==> config.mk <==
export PLATFORM = sky130hd
export DESIGN_NAME = dram_refresh_sched
export DESIGN_NICKNAME = d
export VERILOG_FILES = /design/src/rtl/dram_refresh_sched.sv
export SDC_FILE = /design/constraint.sdc
export NUM_CORES = 1
export LEC_CHECK = 0
export BUFFER_PORTS_ARGS = -buffer_cell sky130_fd_sc_hd__buf_4
export CAP_MARGIN = 15
export CORE_MARGIN = 4
export CORE_UTILIZATION = 51
export DETAILED_ROUTE_END_ITERATION = 6
export PLACE_DENSITY = 0.8
export SYNTH_ARGS = -nofsm -noshare
export SYNTH_HDL_FRONTEND = slang
export SYNTH_SLANG_ARGS = --single-unit
==> constraint.sdc <==
create_clock -name clk -period 2.5 [get_ports clk]
set_input_delay 0.375 -clock clk [delete_from_list [all_inputs] [get_ports clk]]
set_output_delay 0.375 -clock clk [all_outputs]
set_load 0.1 [all_outputs]
==> src/rtl/dram_refresh_sched.sv <==
module dram_refresh_sched #(
  parameter int CLK_PS   = 4000,
  parameter int REFI_PS  = 7_800_000,
  parameter int TRP_PS   = 15_000,
  parameter int TRFC_PS  = 75_000,
  parameter int TXSNR_PS = 75_000,
  parameter int XSRD_CYC = 200,
  parameter int MAX_POST = 8
) (
  input  logic                          clk,
  input  logic                          rst_n,
  input  logic                          ref_gnt,
  input  logic                          sr_enter,
  input  logic                          sr_exit,
  output logic                          ref_req,
  output logic                          ref_urgent,
  output logic [$clog2(MAX_POST+1)-1:0] posted,
  output logic                          cmd_pre_all,
  output logic                          cmd_refresh,
  output logic                          cke,
  output logic                          ok_nonread,
  output logic                          ok_read
);
  localparam int T_REFI  = (REFI_PS / CLK_PS < 2) ? 2 : REFI_PS / CLK_PS;
  localparam int RP_RAW  = (TRP_PS + CLK_PS - 1) / CLK_PS;
  localparam int RFC_RAW = (TRFC_PS + CLK_PS - 1) / CLK_PS;
  localparam int T_RP    = (RP_RAW < 2) ? 2 : RP_RAW;
  localparam int T_RFC   = (RFC_RAW < 2) ? 2 : RFC_RAW;
  localparam int XN_RAW  = (TXSNR_PS + CLK_PS - 1) / CLK_PS;
  localparam int T_XSNR  = (XN_RAW < 1) ? 1 : XN_RAW;
  localparam int T_XSRD  = (XSRD_CYC < T_XSNR) ? T_XSNR : XSRD_CYC;
  localparam int PW      = $clog2(MAX_POST + 1);
  localparam int TMAX    = (T_RP > T_RFC) ? T_RP : T_RFC;
  localparam int TW      = $clog2(TMAX);
  localparam int IW      = $clog2(T_REFI);
  localparam int XW      = $clog2(T_XSRD + 1);

  localparam logic [PW-1:0] POST_CAP = PW'(MAX_POST);
  localparam logic [IW-1:0] ICNT_TOP = IW'(T_REFI - 1);
  localparam logic [TW-1:0] RP_LOAD  = TW'(T_RP - 2);
  localparam logic [TW-1:0] RFC_LOAD = TW'(T_RFC - 2);
  localparam logic [XW-1:0] XSNR_V   = XW'(T_XSNR);
  localparam logic [XW-1:0] XSRD_V   = XW'(T_XSRD);

  typedef enum logic [2:0] {
    ST_IDLE, ST_PRE, ST_WRP, ST_REF, ST_RFC, ST_SR
  } st_t;

  st_t           st;
  logic [TW-1:0] tmr;
  logic [IW-1:0] icnt;
  logic [XW-1:0] xcnt;

  logic idle, in_sr, take, sleep, tick, dec;

  assign idle  = (st == ST_IDLE);
  assign in_sr = (st == ST_SR);

  assign ok_nonread  = idle && (xcnt >= XSNR_V);
  assign ok_read     = idle && (xcnt >= XSRD_V);
  assign ref_req     = ok_nonread && (posted != '0);
  assign ref_urgent  = (posted == POST_CAP);
  assign cmd_pre_all = (st == ST_PRE);
  assign cmd_refresh = (st == ST_REF);
  assign cke         = !in_sr;

  assign take  = ref_req && ref_gnt;
  assign sleep = ok_nonread && !take && sr_enter;
  assign tick  = !in_sr && (icnt == ICNT_TOP);
  assign dec   = (st == ST_WRP) && (tmr == '0);

  always_ff @(posedge clk or negedge rst_n) begin
    if (!rst_n) begin
      st  <= ST_IDLE;
      tmr <= '0;
    end else begin
      case (st)
        ST_IDLE: begin
          if (take)       st <= ST_PRE;
          else if (sleep) st <= ST_SR;
        end
        ST_PRE: begin
          tmr <= RP_LOAD;
          st  <= ST_WRP;
        end
        ST_WRP: begin
          if (tmr == '0) st <= ST_REF;
          else           tmr <= tmr - 1'b1;
        end
        ST_REF: begin
          tmr <= RFC_LOAD;
          st  <= ST_RFC;
        end
        ST_RFC: begin
          if (tmr == '0) st <= ST_IDLE;
          else           tmr <= tmr - 1'b1;
        end
        ST_SR: begin
          if (sr_exit) st <= ST_IDLE;
        end
        default: st <= ST_IDLE;
      endcase
    end
  end

  always_ff @(posedge clk or negedge rst_n) begin
    if (!rst_n)                 icnt <= '0;
    else if (in_sr || sleep)    icnt <= '0;
    else if (icnt == ICNT_TOP)  icnt <= '0;
    else                        icnt <= icnt + 1'b1;
  end

  always_ff @(posedge clk or negedge rst_n) begin
    if (!rst_n)                       posted <= '0;
    else if (sleep || in_sr)          posted <= '0;
    else if (tick && !dec) begin
      if (posted != POST_CAP)         posted <= posted + 1'b1;
    end else if (dec && !tick)        posted <= posted - 1'b1;
  end

  always_ff @(posedge clk or negedge rst_n) begin
    if (!rst_n)                 xcnt <= XSRD_V;
    else if (in_sr && sr_exit)  xcnt <= '0;
    else if (xcnt != XSRD_V)    xcnt <= xcnt + 1'b1;
  end
endmodule


==> results.sh, run 1 <==
export IMPL_status="complete, no violations"
export IMPL_finalHoldViolations=0
export IMPL_synth_top_family_by_area="simple AND/OR/NAND/NOR gates"
export IMPL_relSlewSlack=0.4888
export IMPL_p_total_mw=3.311
export IMPL_layout_drive_gt1_share=0.2490
export IMPL_synth_xor_area_frac=0.07787
export IMPL_critPathRequiredTime_ns=2.72
export IMPL_clk_pin_slew_ns=0.07
export IMPL_syn_area_per_cell_um2=8.918
export IMPL_postRouteAntennaNets=0
export IMPL_combPwrFrac=0.582
export IMPL_hold_class="primary input to asynchronous set/reset pin"
export IMPL_setup_viol=0
export IMPL_drc_errors=0
export IMPL_dpl_instance_area_um2=2275
export IMPL_p_per_area_nw_per_um2=1355
export IMPL_pin_count=16
export IMPL_power_switching_mw=1.656
export IMPL_track_usage=0.1928
export IMPL_num_antenna_cells=0
export IMPL_vias_per_cell=5.675
export IMPL_path_cells="inv_1 -> ha_1 -> nand4b_1 -> nor4_4 -> or2b_1 -> buf_4 -> ha_1 -> a21oi_2 -> nand3b_1 -> a21o_1 -> a21oi_1"
export IMPL_cts_buffer_depth=2
export IMPL_grt_max_degree=32
export IMPL_worst_pin_slew_ns=0.7569
export IMPL_p_seq_frac=0.281
export IMPL_switching_share=0.5000
export IMPL_clkPwrFrac=0.137
export IMPL_die_h_um=71.01
export IMPL_holdWs_ns=0.001727
export IMPL_drt_initial_drc_count=119
export IMPL_synth_enable_flop_cells=0
export IMPL_utilization=0.6527
export IMPL_overflow=0
export IMPL_endpoint_kind="flip-flop"
export IMPL_post_dp_hpwl_mm=3.118
export IMPL_skew_ns=0.006632
export IMPL_dieWidth_um=71.01
export IMPL_internal_power_mw=1.656
export IMPL_path_max_fanout=3
export IMPL_stdcell_area_um2=2444
export IMPL_clock_fmax_mhz=424.6
export IMPL_crit_arrival_ns=2.57
export IMPL_ys_types=52
export IMPL_critPathTopFamily="simple AND/OR/NAND/NOR gates"
export IMPL_pre_cts_slack_ns=0.05390
export IMPL_die_area_um2=5042
export IMPL_async_flop_share=1.000
export IMPL_area_growth_pct=20.70
export IMPL_grt_antenna_before_repair=0
export IMPL_core_region_area_um2=3744
export IMPL_final_common_cell="buf_4"
export IMPL_syn_cell_area_um2=2024
export IMPL_start_kind="flip-flop"
export IMPL_setup_tns_ns=0
export IMPL_htree_levels=2
export IMPL_synthFlopType="dfrtp_1"
export IMPL_finalNonFillerCells=305
export IMPL_synth_fa_ha_area_frac=0.05933
export IMPL_fin_crit_ns=2.355
export IMPL_drt_wirelength_per_cell_um=14.86
export IMPL_place_gp_congestion=0.8602
export IMPL_synthSimpleGateAreaFrac=0.2633
export IMPL_drv_cap=0
export IMPL_synth_compound_area_frac=0.1483
export IMPL_yosys_warnings=0
export IMPL_rows=22
export IMPL_cts_tree="built"
export IMPL_initial_core_util=0.5408
export IMPL_slowest_stage="dfrtp_1"
export IMPL_route_vias_total=1731
export IMPL_cts_root_buf="clkbuf_8"
export IMPL_max_vdd_ir_drop_mv=0.5944
export IMPL_cpMostUsedCell="ha_1"
export IMPL_maxSlewViolCount=0
export IMPL_synthMuxAreaShare=0.01174
export IMPL_p_leak_nw=1.034
export IMPL_dr_pass1_iters=4
export IMPL_grt_pass1_vias=1640
export IMPL_path_buf_inv=2
export IMPL_finalWirelength_mm=4.533
export IMPL_cts_buffers=5
export IMPL_layout_common_cells="33 x buf_4, 27 x nor2_1, 23 x dfrtp_1, 16 x nand2_1, 15 x nand3_1"
export IMPL_fin_nets=270
export IMPL_crit_type="flip-flop to flip-flop"
export IMPL_fin_ws_ns=0.1448
export IMPL_synthCells=227
export IMPL_grt_first_pass_wirelength_mm=7.645
export IMPL_placedCellCount=290
export IMPL_min_period_over_period=0.9421
export IMPL_syn_nets=241
export IMPL_clk_latency_ns=0.29
export IMPL_seq_area_frac_synth=0.3850
export IMPL_cts_num_sinks=31
export IMPL_synth_seq_cells=31
export IMPL_cpPeakStageDelay_ns=0.40
export IMPL_portBuffers=15
## power groups by stage
stage	sequential, mW	clock [mW]	combinational [mW]
2_1_floorplan	1.05	0	1.32
3_3_place_gp	0.935	0	1.78
3_5_place_dp	0.947	0	1.82
4_1_cts	0.939	0.462	1.84
5_1_grt	0.958	0.491	2.11
6_report	0.931	0.454	1.93
## area by class of cell
cell class	instances	area, µm²
Clock buffer	7	96.34
Clock inverter	1	7.507
Fill cell	313	1300
Inverter	12	45.04
Multi-Input combinational cell	173	1196
Sequential cell	31	790.8
Tap cell	48	60.06
Timing Repair Buffer	33	247.7
## worst register-to-register path, stage by stage (launching register included)
cell and delay (ns):
dfrtp_1 0.40, inv_1 0.06, ha_1 0.13, nand4b_1 0.18
nor4_4 0.19, or2b_1 0.30, buf_4 0.15, ha_1 0.31
a21oi_2 0.07, nand3b_1 0.18, a21o_1 0.20, a21oi_1 0.13
## what timing repair did
| action | in CTS | in global routing |
|---|---|---|
| hold buffers | 0 | 0 |
| resized for setup | 0 | 4 |
| buffers inserted | 0 | 7 |
| endpoints found under the setup margin | 0 | 1 |
## cells by family after synthesis
| kind of cell | count (synthesis) |
|---|---|
| adders and majority gates | 9 |
| DFF | 31 |
| muxes | 2 |
| AOI/OAI and AO/OA | 46 |
| and+or+nand+nor | 98 |
| buffers and inverters | 23 |
| xor gates and xnor gates | 18 |
## sequential cells by signal, summed over array words and instances, names as in the netlist
| register | cells |
|---|---|
| st | 3 |
| xcnt | 8 |
| tmr | 5 |
| posted | 4 |
| icnt | 11 |
## worst paths after layout
path	startpoint	endpoint	slack, ns	depth (start not counted)
setup / recovery	icnt[1]	posted[3]	0.14	11
min in group clk	sr_exit	st[0]	0.29	2
max in group asynchronous	rst_n	xcnt[3]	2.18	1
hold / removal	rst_n	icnt[3]	0.002	1
setup reg to reg	icnt[1]	posted[3]	0.14	11
hold reg to reg	icnt[9]	icnt[9]	0.55	2
## per-layer routing
| layer | track usage | vias up | wire, µm |
|---|---|---|---|
| met4 | 0.06263 | 0 | 76 |
| met3 | 0.06392 | 9 | 238 |
| li1 | - | 862 | - |
| met2 | 0.3069 | 37 | 2216 |
| met5 | 0 | - | 0 |
| met1 | 0.2473 | 823 | 2002 |
## synth_stat cells, types with 3 or more instances
cell	n	area share
and2_1	4	0.012
inv_1	11	0.020
dfstp_2	3	0.039
ha_1	8	0.049
o31ai_1	3	0.011
and3_1	4	0.012
clkbuf_1	3	0.0056
nand3_1	15	0.037
a31oi_1	3	0.0093
dfrtp_1	28	0.35
buf_2	3	0.0074
nand2_1	16	0.030
nand3b_1	3	0.011
xnor2_1	10	0.043
a21oi_1	13	0.032
nor2_1	27	0.050
o21ai_0	10	0.025
nor4_1	3	0.0093
xor2_1	8	0.035
nor3_1	10	0.025
(Power assumes the default switching activity.)
==> run 2, diff against run 1 <==
==> constraint.sdc (replaced) <==
create_clock -name clk -period 2.5 [get_ports clk]
set_input_delay 0.75 -clock clk [delete_from_list [all_inputs] [get_ports clk]]
set_output_delay 0.75 -clock clk [all_outputs]
set_load 0.1 [all_outputs]
==> results.sh, run 2 (synthesis results as in run 1) <==
export IMPL_grt_antenna_before_repair=0
export IMPL_crit_arrival_ns=1.67
export IMPL_p_seq_frac=0.295
export IMPL_fin_crit_ns=2.418
export IMPL_grt_first_pass_wirelength_mm=7.383
export IMPL_top_register="icnt"
export IMPL_switching_share=0.5140
export IMPL_htree_levels=2
export IMPL_cts_buffers=5
export IMPL_dr_pass1_iters=4
export IMPL_internal_power_mw=1.576
export IMPL_max_vdd_ir_drop_mv=0.6596
export IMPL_worst_pin_slew_ns=0.5834
export IMPL_placedCellCount=289
export IMPL_cts_tree="built"
export IMPL_setup_tns_ns=0
export IMPL_relSlewSlack=0.6060
export IMPL_track_usage=0.1800
export IMPL_largest_reg_flops=11
export IMPL_grt_max_degree=32
export IMPL_overflow=0
export IMPL_finalWirelength_mm=4.390
export IMPL_core_region_area_um2=3744
export IMPL_drt_initial_drc_count=99
export IMPL_place_gp_congestion=0.7515
export IMPL_route_vias_total=1744
export IMPL_gr_usage_met3=0.03693
export IMPL_min_period_over_period=0.9671
export IMPL_crit_type="flip-flop to output pin"
export IMPL_skew_ns=0.006335
export IMPL_initial_core_util=0.5408
export IMPL_p_per_area_nw_per_um2=1339
export IMPL_top_usage_layer="met2"
export IMPL_combPwrFrac=0.583
export IMPL_cts_num_sinks=31
export IMPL_final_common_cell="buf_4"
export IMPL_postCtsHoldBufs=0
export IMPL_setup_viol=0
export IMPL_grt_pass1_vias=1654
export IMPL_drt_wirelength_per_cell_um=14.58
export IMPL_clk_latency_ns=0.29
export IMPL_die_area_um2=5042
export IMPL_vias_per_cell=5.794
export IMPL_use_met1=0.2313
export IMPL_portBuffers=15
export IMPL_start_kind="flip-flop"
export IMPL_dieWidth_um=71.01
export IMPL_hold_class="primary input to asynchronous set/reset pin"
export IMPL_finalNonFillerCells=301
export IMPL_met2_usage=0.2956
export IMPL_clk_pin_slew_ns=0.07
export IMPL_die_h_um=71.01
export IMPL_power_switching_mw=1.667
export IMPL_maxSlewViolCount=0
export IMPL_postRouteAntennaNets=0
export IMPL_cts_root_buf="clkbuf_8"
export IMPL_status="complete, no violations"
export IMPL_fin_nets=266
export IMPL_cts_buffer_depth=2
export IMPL_drc_errors=0
export IMPL_layout_drive_gt1_share=0.2490
export IMPL_finalHoldViolations=0
export IMPL_top_regs="icnt (11), xcnt (8), tmr (5)"
export IMPL_p_leak_nw=1.006
export IMPL_drv_cap=0
export IMPL_endpoint_kind="output pin"
export IMPL_clock_fmax_mhz=413.6
export IMPL_post_dp_hpwl_mm=3.077
export IMPL_critPathRequiredTime_ns=1.75
export IMPL_num_antenna_cells=0
export IMPL_clkPwrFrac=0.123
export IMPL_rows=22
export IMPL_area_growth_pct=19.65
export IMPL_path_max_fanout=4
export IMPL_pin_count=16
export IMPL_pre_cts_slack_ns=0.04352
export IMPL_fin_ws_ns=0.08234
export IMPL_layout_common_cells="28 x buf_4, 27 x nor2_1, 23 x dfrtp_1, 16 x nand2_1, 15 x nand3_1"
[run 2: critical path: stages, from the launching register on]
cell     delay, ns
dfrtp_1       0.42
or3_4         0.46
nor3_4        0.19
buf_4         0.31
[run 2: final timing paths]
kind,start,to,slack [ns],cells past startpoint
max in group asynchronous,rst_n,xcnt[6],1.80,1
min in group clk,icnt[0],icnt[0],0.51,1
worst min-delay path,rst_n,icnt[9],0.38,1
worst max register to register,tmr[0],posted[3],0.15,11
worst min register to register,icnt[0],icnt[0],0.51,1
worst max-delay path,st[1],ok_read,0.08,3
[run 2: routing by layer]
layer  routed length (µm)  vias to the layer above
met5                    0                        -
met4                   73                        0
met3                  200                        8
met2                 2090                       40
met1                 2025                      839
li1                     -                      857
[run 2: cell type report]
| type | instances | area, µm² |
|---|---|---|
| fill | 324 | 1321 |
| multi-input combinational | 173 | 1216 |
| sequential | 31 | 790.8 |
| timing repair buffer | 29 | 221.5 |
| clock buffer | 5 | 68.82 |
| tap | 48 | 60.06 |
| inverter | 12 | 45.04 |
| clock inverter | 3 | 20.02 |
[run 2: what timing repair did]
item                                    in CTS  in global routing
buffers inserted                             0                  4
resized for setup                            3                  6
pin swaps                                    0                  2
endpoints found under the setup margin       1                  2
[run 2: through the flow]
| step | util | hold WS, ns | total power, mW | area [µm²] |
|---|---|---|---|---|
| CTS | 0.6347 | 0.3917 | 3.212 | 2376 |
| global route | 0.6471 | 0.4150 | 3.478 | 2422 |
| floorplan | - | 0.4544 | 2.380 | 2091 |
| global placement | 0.6073 | 0.4941 | 2.709 | 2273 |
| finish | 0.6471 | 0.3809 | 3.243 | 2422 |
| detailed placement | 0.6073 | 0.5038 | 2.769 | 2273 |
[run 2: power groups by stage]
stage                     sequential [mW]  clock (mW)  combinational (mW)
after floorplan                      1.05           0                1.33
after global placement              0.940           0                1.77
after detailed placement            0.952           0                1.82
after CTS                           0.954       0.411                1.85
after global routing                0.984       0.434                2.06
final                               0.956       0.397                1.89
